**config.mk**
```make
export PLATFORM = sky130hd
export DESIGN_NAME = inv_alu
export DESIGN_NICKNAME = d
export VERILOG_FILES = /design/src/rtl/inv_alu.sv
export SDC_FILE = /design/constraint.sdc
export NUM_CORES = 1
export LEC_CHECK = 0
export BUFFER_PORTS_ARGS = -buffer_cell sky130_fd_sc_hd__buf_2
export CAP_MARGIN = 15
export CORE_MARGIN = 4
export CORE_UTILIZATION = 47
export DETAILED_ROUTE_END_ITERATION = 7
export PLACE_DENSITY_LB_ADDON = 0.3
export SYNTH_ARGS = -nofsm -noshare
export SYNTH_HDL_FRONTEND = slang
export SYNTH_SLANG_ARGS = --single-unit
```
**constraint.sdc**
```tcl
create_clock -name vclk -period 8.15
set_input_delay 0.4075 -clock vclk [all_inputs]
set_output_delay 0.4075 -clock vclk [all_outputs]
set_load 0.01 [all_outputs]
```
**src/rtl/inv_alu.sv**
```systemverilog
module inv_alu #(
  parameter int WIDTH = 32
) (
  input  logic [WIDTH-1:0] opnd_a,
  input  logic [WIDTH-1:0] opnd_b,
  input  logic [3:0]       op_code,
  output logic [WIDTH-1:0] result,
  output logic             zero
);
  localparam int MSB = WIDTH - 1;

  logic             inv_a, inv_b;
  logic [1:0]       core;
  logic [WIDTH-1:0] x, y, sum;
  logic             ovf, less, legal;

  assign inv_a = op_code[3];
  assign inv_b = op_code[2];
  assign core  = op_code[1:0];

  assign x   = inv_a ? ~opnd_a : opnd_a;
  assign y   = inv_b ? ~opnd_b : opnd_b;
  assign sum = x + y + {{(WIDTH-1){1'b0}}, inv_b};

  assign ovf  = (x[MSB] == y[MSB]) && (sum[MSB] != x[MSB]);
  assign less = sum[MSB] ^ ovf;

  always_comb begin
    case (op_code)
      4'b0000, 4'b0001, 4'b0010, 4'b0110, 4'b0111, 4'b1100: legal = 1'b1;
      default: legal = 1'b0;
    endcase
  end

  always_comb begin
    result = '0;
    if (legal) begin
      case (core)
        2'b00: result = x & y;
        2'b01: result = x | y;
        2'b10: result = sum;
        2'b11: result = {{(WIDTH-1){1'b0}}, less};
      endcase
    end
  end

  assign zero = ~|result;

  always_comb begin

    add_path_chk: assert (op_code != 4'b0010 || result == opnd_a + opnd_b);

    sub_path_chk: assert (op_code != 4'b0110 || result == opnd_a - opnd_b);

    slt_path_chk: assert (op_code != 4'b0111 ||
                          result == {{(WIDTH-1){1'b0}}, ($signed(opnd_a) < $signed(opnd_b))});

    nor_path_chk: assert (op_code != 4'b1100 || result == ~(opnd_a | opnd_b));

    unused_code_chk: assert (legal || (result == '0 && zero));
  end
endmodule

```
# Word level (Yosys, flattened, before mapping)
# Cells that the tools add are included.
# word_totals
ff_bits	0
inputBits	68
output_inout_bits	33
wordCells	28
# op_classes
add_sub_neg	2
eq_ne	10
n_mux	5
bitwise	5
n_reduce_logical	6
# ops
operator	n
one-hot mux 32 bit (4 select lines)	1
2-to-1 mux 32 bit	3
NOT 32 bit	2
adder 32 x 1 -> 32 bit	1
adder 32 bit	1
AND 32 bit	1
bitwise OR 32 bit	1
OR reduction 32 bit	1
equality test 4 x 3 -> 1 bit (second input constant)	2
OR reduction 6 bit	1
equality test 2 bit (second input constant)	2
equality test 4 x 1 -> 1 bit (second input constant)	1
equality test 4 x 2 -> 1 bit (second input constant)	1
equality test 4 bit (second input constant)	1
logical NOT 4 bit	1
equality test 2 x 1 -> 1 bit (second input constant)	1
logical NOT 2 bit	1
equality test 1 bit	1
logical AND 1 bit	1
logical NOT 1 bit	1
2-to-1 mux 1 bit	1
inequality test 1 bit	1
bitwise XOR 1 bit	1

# Logic depth before layout (Yosys ltp)
# Gate-level depths: netlist of run 1.
# depth
depth_word	11
ltp_mapped	17
ltp_nobuf	14

# Worst setup path after synthesis of run 1
# OpenSTA, ideal clock, no wires.
# synth_path
kind	input to output
startpoint	input port op_code[2]
endpoint	output port zero
arrival_time_ns	4.269
required_time_ns	7.743
path_slack_ns	3.473
cell_stages	17
path_buffers	5
path_cell_list	clkbuf_1 -> buf_1 -> buf_1 -> xor2_1 -> ha_1 -> buf_2 -> nand4_1 -> or3_1 -> clkbuf_1 -> nor2_1 -> o2bb2ai_1 -> o31a_1 -> o31ai_1 -> or4_1 -> a211oi_1 -> nand4b_1 -> nor4_2
# synth_between
elab_cells_between_ends	21
cone_classes	add/sub: 2; eq/ne: 7; mux: 4; bitwise: 3; reduce/logical: 5
# synth_rtl
element	line_no	rtl
from (decl)	6	input logic [3:0] op_code,
2-to-1 mux 32 bit	22	assign y = inv_b ? ~opnd_b : opnd_b;
adder 32 bit	23	assign sum = x + y + {{(WIDTH-1){1'b0}}, inv_b};
adder 32 x 1 -> 32 bit	23	
one-hot mux 32 bit (4 select lines)	38	case (core)
2-to-1 mux 32 bit *	37	if (legal) begin
named net result[22]	7	output logic [WIDTH-1:0] result,
OR reduction 32 bit *	47	assign zero = ~|result;
logical NOT 1 bit *	47	
to (decl)	8	output logic zero
# Mark *: on every way through the listed nets, which the timed path passes. The rest lies on a longest branch.

# Final worst setup path of run 1
# layout_path
startpoint	input port op_code[3]
endpoint	output port zero
# layout_between
elab_chain_len	10
elab_cells_between_ends	21
cone_classes	add/sub: 2; eq/ne: 7; mux: 4; bitwise: 3; reduce/logical: 5
# layout_rtl
element	line_no	rtl
2-to-1 mux 32 bit	21	assign x = inv_a ? ~opnd_a : opnd_a;
adder 32 bit	23	
adder 32 x 1 -> 32 bit	23	
inequality test 1 bit	25	assign ovf = (x[MSB] == y[MSB]) && (sum[MSB] != x[MSB]);
logical AND 1 bit	25	
bitwise XOR 1 bit	26	assign less = sum[MSB] ^ ovf;
one-hot mux 32 bit (4 select lines)	38	
2-to-1 mux 32 bit *	37	
OR reduction 32 bit *	47	
logical NOT 1 bit *	47	
# Mark *: on every way between the ends. The rest lies on a longest branch, timed or not.

==> results.txt, run 1 <==
The switching power share of the total is between 60% and 70%. Walking the worst path, the cells encountered are buf_2 > buf_4 > xnor2_2 > nand2_1 > o21ai_0 > fa_1 > nand2b_1 > a21oi_2 > o211ai_1 > a211oi_1 > o211ai_1 > mux2i_1 > o311ai_0 > a2111oi_0 > nand4b_1 > nor4_2 > buf_2. The worst setup path is launched from an input port. For this design, the CTS-stage hold fixing added 0 buffers. The number of placed instances, taps included came out at between 700 and 800. The number of antenna violations at the first check in global routing came to 0. The number of antenna diodes in the final layout is 0. The final-report setup violation count came out at 0. The combinational power share is 100.0%. The biggest fanout along the worst timing path is 40.

Data arrives at the worst endpoint at approximately 4.6 ns. The buffer and inverter count on the worst path came out at 3. Sequential cells placed in the final layout were counted as 0. The layout-stage area growth over the synthesis result came out at 13.5%. OpenSTA, run right after detailed placement, puts the worst setup slack at 3.17 ns. The footprint of the flip-flops and latches came out at 0 um^2. The filler cells instantiated in the layout total between 800 and 900. The worst-case IR drop observed on VDD is about 44 uV. The design internal power is approximately 190 uW.

The clock buffer count came out at 0. The smallest setup slack after layout came out at about 3.1 ns. The number of detailed-route iterations in the first pass came out at 5. Of the available clock period, the critical path in the final layout requires between 60% and 70%. The number of global-route vias before repair came out at around 4300. In the routed design, unresolved DRC markers number 0. The multi-input combinational cell area is 0.00365 mm^2. The antenna violation net count after detailed routing came out at 0. The number of nets in the layout is between 800 and 900. The count of pins on the block boundary came out at around 100. After legalization and detailed placement, the total HPWL measured between 10000 and 15000 um. The net switching power figure came out at approximately 300 uW. The total of max-cap violations came out at 0.

The fraction of layout cells with a size suffix above 1 is about 17%. The share of the yosys chip area belonging to registers is 0%. The biggest area contributor in the post-synthesis netlist is sky130_fd_sc_hd__ha_1. The final standard cell count with taps included and fillers excluded came out at approximately 790. The total power came out at approximately 500 uW. After synthesis, the cell types taking the most area are sky130_fd_sc_hd__ha_1, sky130_fd_sc_hd__xor2_1, sky130_fd_sc_hd__inv_1.

The critical path's top delay family is compound AO/OA/AOI/OAI gates. The routed length per instance is 16.5 um. The count of mapped cells out of synthesis came out at around 600. The critical path is of the in -> out type. The area of the mapped netlist came out at between 0.004 and 0.005 mm^2. The fmax is between 0.15 and 0.2 GHz.

In this run the standard cell core region covers approximately 0.0083 mm^2. The post-CTS setup-driven buffer insertion count is 0. The required time reported for the critical path endpoint came out at ~7.7 ns. The iteration-0 DRC count of the detailed router came out at 429. The largest stage delay on the critical path is 0.50 ns. The pin count of the biggest net entering global routing came out at 46. Headroom to the max-slew limit came out at between 30% and 40%. The hold violation count in the final report is 0. The fraction of synthesized cell area taken by the top area cell type came out at 19.7%. In this run the worst hold path is classified as in -> out. Dividing the synthesized area by the synthesized cell count gives 6.66 um^2.

Summing over every cut layer, the via total after detailed routing is about 4800. The depth of the worst hold-timing path came out at 5. The total track usage is 23.8%. Dividing total power by cell area gives a power density of 106 mW/mm^2. The global-route wire length before repair is 20300 um. Once layout is complete, the utilization of the core stands at between 50% and 60%.

In this run, flip-flops and latches consume 0% of the power. The number of standard-cell rows in the floorplan came out at 33. The post-synthesis net count came out at ~740. The starting density of the core is 49.0%. At the pin with the least slew margin, the transition time is around 0.95 ns.

Adding up every negative setup slack in the final design gives 0 ns. Dividing the detail-routed via count by the number of cells gives about 6. Setup repair after global routing left no endpoint under its margin.

The chip width is roughly 100 um. The cell leakage power is between 0.002 and 0.0025 uW. The congestion estimate from routability-driven global placement came to roughly 0.97. The run finished with clean final reports. The overall overflow remaining after global route is 0. The aggregate routed wire length is roughly 13000 um.

The number of max-slew violations in the final report came out at 0. Input and output buffers added on the ports amount to 101. The Yosys warning count is 0.

The die outline area is approximately 0.010 mm^2. For the finished layout, the period the worst path requires is between 5 and 6 ns. The number of distinct standard cells referenced by the synthesized netlist came out at 64. The die height is a little over 100 um. The share of total power in the clock network is 0%. The slowest stage of the critical path is the sky130_fd_sc_hd__buf_4 cell. STA classifies the critical path endpoint as an output pin. The post-CTS resize count came out at 0. The number of cells on the critical path is 17.
-- power by group through the flow --
stage	combinational [uW]	clock, uW	sequential [uW]
floorplan	352	0	0
global placement	473	0	0
detailed placement	478	0	0
CTS	481	0	0
global route	536	0	0
finish	488	0	0
-- logic make-up after synthesis --
family / after synthesis / share of synthesized area (%)
fa+ha+maj: 65 / 20.2
simple gates: 163 / 19.3
compound gates: 188 / 31.0
xor+xnor: 82 / 17.8
mux: 6 / 1.48
buf+inv: 107 / 10.2
-- worst min-delay path, cell delays in order --
cell	delay, ns
sky130_fd_sc_hd__buf_2	0.08
sky130_fd_sc_hd__xor2_1	0.09
sky130_fd_sc_hd__mux2i_1	0.16
sky130_fd_sc_hd__o22ai_1	0.13
sky130_fd_sc_hd__buf_2	0.16
-- area by class of cell --
cell class	instances	area share, %
multi-input combinational	504	79.1
timing repair buffer	105	11.6
inverter	79	6.42
tap	105	2.85
-- worst paths after layout --
kind | endpoint | from | slack [ns]
max | zero | op_code[3] | 3.14
min | result[0] | opnd_a[31] | 1.43
-- cells in the final DEF (no fill, tap or decap), types with 17 or more instances in the layout --
cell                       Yosys  routed
sky130_fd_sc_hd__buf_2         8     101
sky130_fd_sc_hd__inv_1        78      78
sky130_fd_sc_hd__xor2_1       74      74
sky130_fd_sc_hd__ha_1         64      64
sky130_fd_sc_hd__nand2_1      58      58
sky130_fd_sc_hd__a21oi_1      44      44
sky130_fd_sc_hd__nor2_1       42      42
sky130_fd_sc_hd__o21ai_0      35      35
sky130_fd_sc_hd__o211ai_1     17      17
-- per-stage QoR --
stage | hold WS, ns | area, um^2
floorplan | 1.13 | 4070
global placement | 1.41 | 4620
detailed placement | 1.42 | 4620
CTS | 1.43 | 4620
global route | 1.49 | 4620
finish | 1.43 | 4620
-- cell usage after synthesis, drive strengths merged, types with 4 or more instances --
| cell | instances |
|---|---|
| o21a | 9 |
| buf | 15 |
| a21o | 8 |
| ha | 64 |
| nand4 | 9 |
| xor2 | 74 |
| or3 | 4 |
| xnor2 | 8 |
| a211oi | 14 |
| nor2 | 42 |
| o211ai | 18 |
| nand3b | 4 |
| clkbuf | 13 |
| a211o | 5 |
| nand2b | 6 |
| nor4 | 4 |
| o21ai | 36 |
| o22ai | 11 |
| mux2i | 6 |
| inv | 79 |
| o221ai | 4 |
| nand2 | 58 |
| o31ai | 5 |
| nor2b | 4 |
| a31oi | 8 |
| a21oi | 45 |
| nor3 | 13 |
-- per-layer routing --
metal  share of wire [%]  GRT usage, %
met3                 8.7          1.52
met2                  46          41.3
met5                   0             0
met4                 1.7          3.58
met1                  44          33.0
(Power assumes the default switching activity.)
==> inputs of run 2 (changes only) <==
==> constraint.sdc (replaced) <==
create_clock -name vclk -period 4.8
set_input_delay 0.24 -clock vclk [all_inputs]
set_output_delay 0.24 -clock vclk [all_outputs]
set_load 0.01 [all_outputs]
==> results.txt, run 2 (synthesized netlist as in run 1, its figures left out) <==
In the final layout, the share of cells above drive strength 1 is between 15 and 20%. The core region area came out at approximately 0.0083 mm^2. Max-cap violations in this run came to 0. The final layout contains about 830 nets. The post-CTS setup-driven buffer insertion count is 0. The overall overflow remaining after global route is 0. The flow ran to the end, and the final reports show no timing, DRC or antenna violations. The via density per instance is between 5 and 6. In the layout the commonest cells are sky130_fd_sc_hd__buf_2, sky130_fd_sc_hd__inv_1, sky130_fd_sc_hd__xor2_1. The remaining design rule violation count is 0. The peak supply drop is about 86 uV. The slew at the pin closest to its max-slew limit came out at 0.799 ns. Summing over every cut layer, the via total after detailed routing is 4650.

The endpoint arrival time on the critical path came out at slightly above 4 ns. The number of filler cells placed in the layout came out at about 880. The number of standard-cell rows in the floorplan is 33.

STA classifies the critical path endpoint as an output pin. The required time reported for the critical path endpoint came out at 4.56 ns. Adding up every negative setup slack in the final design gives 0 ns. The global-route wire length before repair is about 21000 um.

The pin count of the biggest net entering global routing is between 40 and 50. The die is approximately 100 um tall. The power per standard cell area came out at around 180 mW/mm^2. The sequential cell count came out at 0.

The total track usage came out at roughly 25%. Leaving out fill and tap cells, the most frequent cell in the layout is sky130_fd_sc_hd__buf_2. The fmax came out at approximately 0.23 GHz. The total power came out at around 840 uW. The final critical-path required period is around 4.4 ns. The placed wire-length estimate after detailed placement is about 11000 um.

The chip width came out at approximately 100 um. The cell leakage power is about 0.0024 uW. The number of max-slew violations in the final report came out at 0. After layout, the worst path uses between 90% and 100% of the clock period. The footprint of the flip-flops and latches came out at 0 um^2. The final core utilization is approximately 56%. For this block, the routed nets add up to between 10000 and 15000 um of wire. The layout-stage area growth over the synthesis result is 14.7%. Once the floorplan was initialized, standard cells occupied ~49% of the core. In the final layout, the multi-input gates occupy approximately 0.0037 mm^2. The number of diodes came out at 0.

The number of antenna violations at the first check in global routing is 0. The iteration-0 DRC count of the detailed router is 311. The number of global-route vias before repair is 4471. The hold violation count in the final report is 0. The routed length per instance came out at approximately 16 um.

The detail route stage leaves a number of antenna-violating nets equal to 0. The setup path with the least slack is of type in -> out. The count of pins on the block boundary came out at just over 100. The pre-antenna-repair detailed-routing pass consisted of 5 iterations. The final-report setup violation count is 0. Setup repair after global routing left no endpoint under its margin. The clock buffer count is 0. The worst setup path is launched from an input port. The global placer's final weighted congestion is 0.950.

The worst min-delay path category is in -> out. The quantity of hold-fixing buffers added after cts came out at 0. The biggest fanout along the worst timing path came out at 18.

The worst slew slack as a fraction of its limit is 46.8%. The floorplan step defined a die boundary enclosing approximately 0.01 mm^2. The count of input and output buffers is ~100.
run 2: cell count changes in the layout (fill, tap and decap cells not counted):
cell                       change
sky130_fd_sc_hd__buf_12        +1
sky130_fd_sc_hd__clkbuf_4      +2
sky130_fd_sc_hd__buf_4         +3
sky130_fd_sc_hd__buf_2         -2
run 2: per-layer routing:
| metal | up-vias | share of wire [%] | GRT usage [%] |
|---|---|---|---|
| li1 | 2308 | - | - |
| met1 | 2120 | 46 | 36.0 |
| met2 | 204 | 45 | 43.4 |
| met3 | 18 | 7.1 | 0.830 |
| met4 | 0 | 1.7 | 2.86 |
| met5 | - | 0 | 0 |
run 2: what timing repair did:
| item | 4_1_cts | 5_1_grt |
|---|---|---|
| endpoints found under the hold margin | 0 | 0 |
| endpoints found under the setup margin | 0 | 1 |
| gates resized for setup | 0 | 2 |
run 2: path summary, 6_finish.rpt:
path,from,to,cells after the start
setup / recovery,op_code[3],zero,16
hold / removal,opnd_a[31],result[0],5
run 2: power breakdown:
part / internal, uW / switching [uW] / total [uW] / leakage, uW
logic: 321 / 514 / 835 / 0.00243
registers: 0 / 0 / 0 / 0
clock network: 0 / 0 / 0 / 0
total: 321 / 514 / 835 / 0.00243
run 2: critical path: stages:
cell	delay, ns
sky130_fd_sc_hd__clkbuf_4	0.26
sky130_fd_sc_hd__xnor2_2	0.24
sky130_fd_sc_hd__nand2_1	0.12
sky130_fd_sc_hd__o21ai_0	0.12
sky130_fd_sc_hd__fa_1	0.42
sky130_fd_sc_hd__nand2b_1	0.21
sky130_fd_sc_hd__a21oi_2	0.27
sky130_fd_sc_hd__o211ai_1	0.19
sky130_fd_sc_hd__a211oi_1	0.51
sky130_fd_sc_hd__o21a_1	0.20
sky130_fd_sc_hd__o31ai_1	0.07
sky130_fd_sc_hd__or4_1	0.51
sky130_fd_sc_hd__a211oi_1	0.28
sky130_fd_sc_hd__nand4b_1	0.16
sky130_fd_sc_hd__nor4_2	0.15
sky130_fd_sc_hd__buf_2	0.17
run 2: metrics by stage:
| stage | hold WS [ns] | worst slack (ns) | instance area, um^2 | instances |
|---|---|---|---|---|
| 2_1_floorplan | 0.796 | 0.458 | 4070 | 611 |
| 3_3_place_gp | 1.10 | 0.401 | 4660 | 797 |
| 3_5_place_dp | 1.09 | 0.264 | 4660 | 797 |
| 4_1_cts | 1.10 | 0.261 | 4660 | 797 |
| 5_1_grt | 1.16 | 0.0620 | 4660 | 797 |
| 6_report | 1.11 | 0.422 | 4660 | 797 |
run 2: layout make-up:
class | count | area share, %
multi-input cells | 504 | 78.3
repair buffers | 109 | 12.5
inverters | 79 | 6.36
well taps | 105 | 2.82
==> inputs of run 3 (changes only) <==
--- a/config.mk
+++ b/config.mk
@@ -7,10 +7,10 @@
 export LEC_CHECK = 0
 export BUFFER_PORTS_ARGS = -buffer_cell sky130_fd_sc_hd__buf_2
 export CAP_MARGIN = 15
-export CORE_MARGIN = 4
+export CORE_MARGIN = 8
 export CORE_UTILIZATION = 47
 export DETAILED_ROUTE_END_ITERATION = 7
-export PLACE_DENSITY_LB_ADDON = 0.3
+export PLACE_DENSITY = 0.72
 export SYNTH_ARGS = -nofsm -noshare
 export SYNTH_HDL_FRONTEND = slang
 export SYNTH_SLANG_ARGS = --single-unit
==> results.txt, run 3 (synthesized netlist as in run 1, its figures left out) <==
The final critical-path required period is 4.39 ns. The fraction of layout cells with a size suffix above 1 came out at 18.0%. The number of standard-cell rows in the floorplan is 34. Among the stages of the critical path, the cell type that occurs most often is sky130_fd_sc_hd__buf_2. The tool flagged a number of max-cap violations equal to 0. The floorplan step defined a die boundary enclosing about 0.012 mm^2. The number of global-route vias before repair is between 4000 and 5000. For the worst setup path, the data required time is between 4 and 5 ns. In this run the most critical hold path is launched from opnd_a[31]. The ratio of final minimum period to clock period is 91.4%. The cell leakage power is roughly 0.0024 uW. The slowest stage of the critical path is the sky130_fd_sc_hd__o21ai_0 cell. The count of pins on the block boundary is between 100 and 150.

The aggregate routed wire length is between 10000 and 15000 um. The chip width is roughly 110 um. Setup repair after global routing left no endpoint under its margin. The most heavily used metal layer in global routing is met2.

The via density per instance is slightly below 6. The switching power share of the total is 61.6%. The global routing usage on met1 came out at a little over a quarter. The die height came out at roughly 110 um. The depth of the worst hold-timing path is 5. The worst hold path terminates at result[0]. In the routed design, unresolved DRC markers number 0. STA classifies the critical path endpoint as an output pin. The detailed router placed 4677 vias in this run. The hold violation count in the final report is 0. The footprint of the flip-flops and latches came out at 0 um^2. The congestion estimate from routability-driven global placement came to 0.992.

The layout-stage area growth over the synthesis result is 14.8%. In this run the power density over the cells is around 180 mW/mm^2. The number of antenna violations at the first check in global routing is 0. The overall overflow remaining after global route came out at 0. The final-report setup violation count came out at 0. The endpoint arrival time on the critical path came out at ~4.2 ns.

The placed wire-length estimate after detailed placement is approximately 11000 um. The number of max-slew violations in the final report is 0. The sequential cell count is 0. The worst setup path is of the in -> out kind.

Entering global routing, the biggest net connects 43 pins. The share of total power in the clock network came out at 0%. After filler insertion, the fill cell instance count of the layout stands at a little over 900. The routed length per instance came out at roughly 17 um. The flow ran to the end, and the final reports show no timing, DRC or antenna violations. In the layout the commonest cells are sky130_fd_sc_hd__buf_2, sky130_fd_sc_hd__inv_1, sky130_fd_sc_hd__xor2_1. For met3 alone, demand over resource in global routing was about 2.5%. The setup TNS after final layout is 0 ns.

In the global route stage, met2 resource usage came out at between 40% and 50%. The critical path goes through buf_2 > buf_4 > xor2_1 > ha_1 > nor2b_1 > o21a_1 > a311o_1 > o21ai_0 > a211o_1 > o211ai_1 > a2111oi_0 > nand4b_1 > nor4_2 > buf_2. The combinational power share is 100.0%. The number of nets in the layout came out at roughly 830. The quantity of hold-fixing buffers added after cts came out at 0. The number of diodes is 0.

The biggest fanout along the worst timing path came out at 21. The iteration-0 DRC count of the detailed router is approximately 230. The first global-routing pass estimated ~22000 um of wire.

The placed standard-cell area came out at approximately 0.0047 mm^2. The antenna violation net count after detailed routing is 0. The worst min-delay path category is in -> out. The internal portion of the total power is around 320 uW. The largest stage delay on the critical path is ~0.61 ns. The core region area is about 0.0086 mm^2.

The total track usage is 22.4%. The number of detailed-route iterations in the first pass came out at 5. The worst slew slack as a fraction of its limit is about half. After layout, the clock buffer instance count stands at 0. Once the floorplan was initialized, standard cells occupied between 40% and 50% of the core.

The slew at the pin closest to its max-slew limit is approximately 0.73 ns. The net switching power figure came out at 514 uW. Timing would allow up to 0.228 GHz. The worst setup path is launched from an input port. After routing the design area is roughly 0.0047 mm^2. The library cell used most frequently in the layout, excluding fill and tap cells, is sky130_fd_sc_hd__buf_2. The count of input and output buffers came out at 101. The peak supply drop is just over 90 uV. The portion of total power attributed to sequential cells is 0%.
[run 3: metrics by stage]
step | util (%) | power [uW] | hold slack (ns) | setup slack [ns] | cells
floorplan | - | 597 | 0.796 | 0.458 | 611
global placement | 54.6 | 810 | 1.12 | 0.372 | 802
detailed placement | 54.6 | 821 | 1.13 | 0.307 | 802
CTS | 54.6 | 826 | 1.12 | 0.310 | 802
global route | 54.6 | 921 | 1.16 | 0.0724 | 802
finish | 54.6 | 835 | 1.11 | 0.414 | 802
[run 3: how the worst max path moves through the flow]
stage	from	endpoint
after global routing	op_code[2]	zero
after floorplan	op_code[2]	zero
after global placement	op_code[3]	zero
final	op_code[2]	zero
after CTS	op_code[3]	zero
after detailed placement	op_code[3]	zero
[run 3: critical path: cells and delay by family]
kind / cells / cell delay (ns)
buf+inv: 3 / 0.99
fa+ha+maj: 1 / 0.34
simple gates: 3 / 0.50
compound gates: 6 / 1.85
xor+xnor: 1 / 0.22
[run 3: final cells by class]
class,instances,area [um^2],share of cell area (%)
Timing Repair Buffer,111,583,12.5
Multi-Input combinational cell,504,3650,78.3
Inverter,79,297,6.35
Tap cell,108,135,2.89
[run 3: layer usage]
layer  vias to the layer above  share of wire (%)
li1                       2313                  -
met1                      2167                 42
met2                       166                 48
met3                        31                6.2
met4                         0                3.1
met5                         -                  0
[run 3: what timing repair did]
| action | 4_1_cts | 5_1_grt |
|---|---|---|
| setup endpoints to repair | 0 | 1 |
| buffers inserted | 0 | 0 |
| resized for setup | 0 | 1 |
[run 3: power groups by stage]
stage	Combinational, uW	Clock [uW]	Sequential [uW]
3_3_place_gp	810	0	0
2_1_floorplan	597	0	0
5_1_grt	921	0	0
4_1_cts	826	0	0
6_report	835	0	0
3_5_place_dp	821	0	0
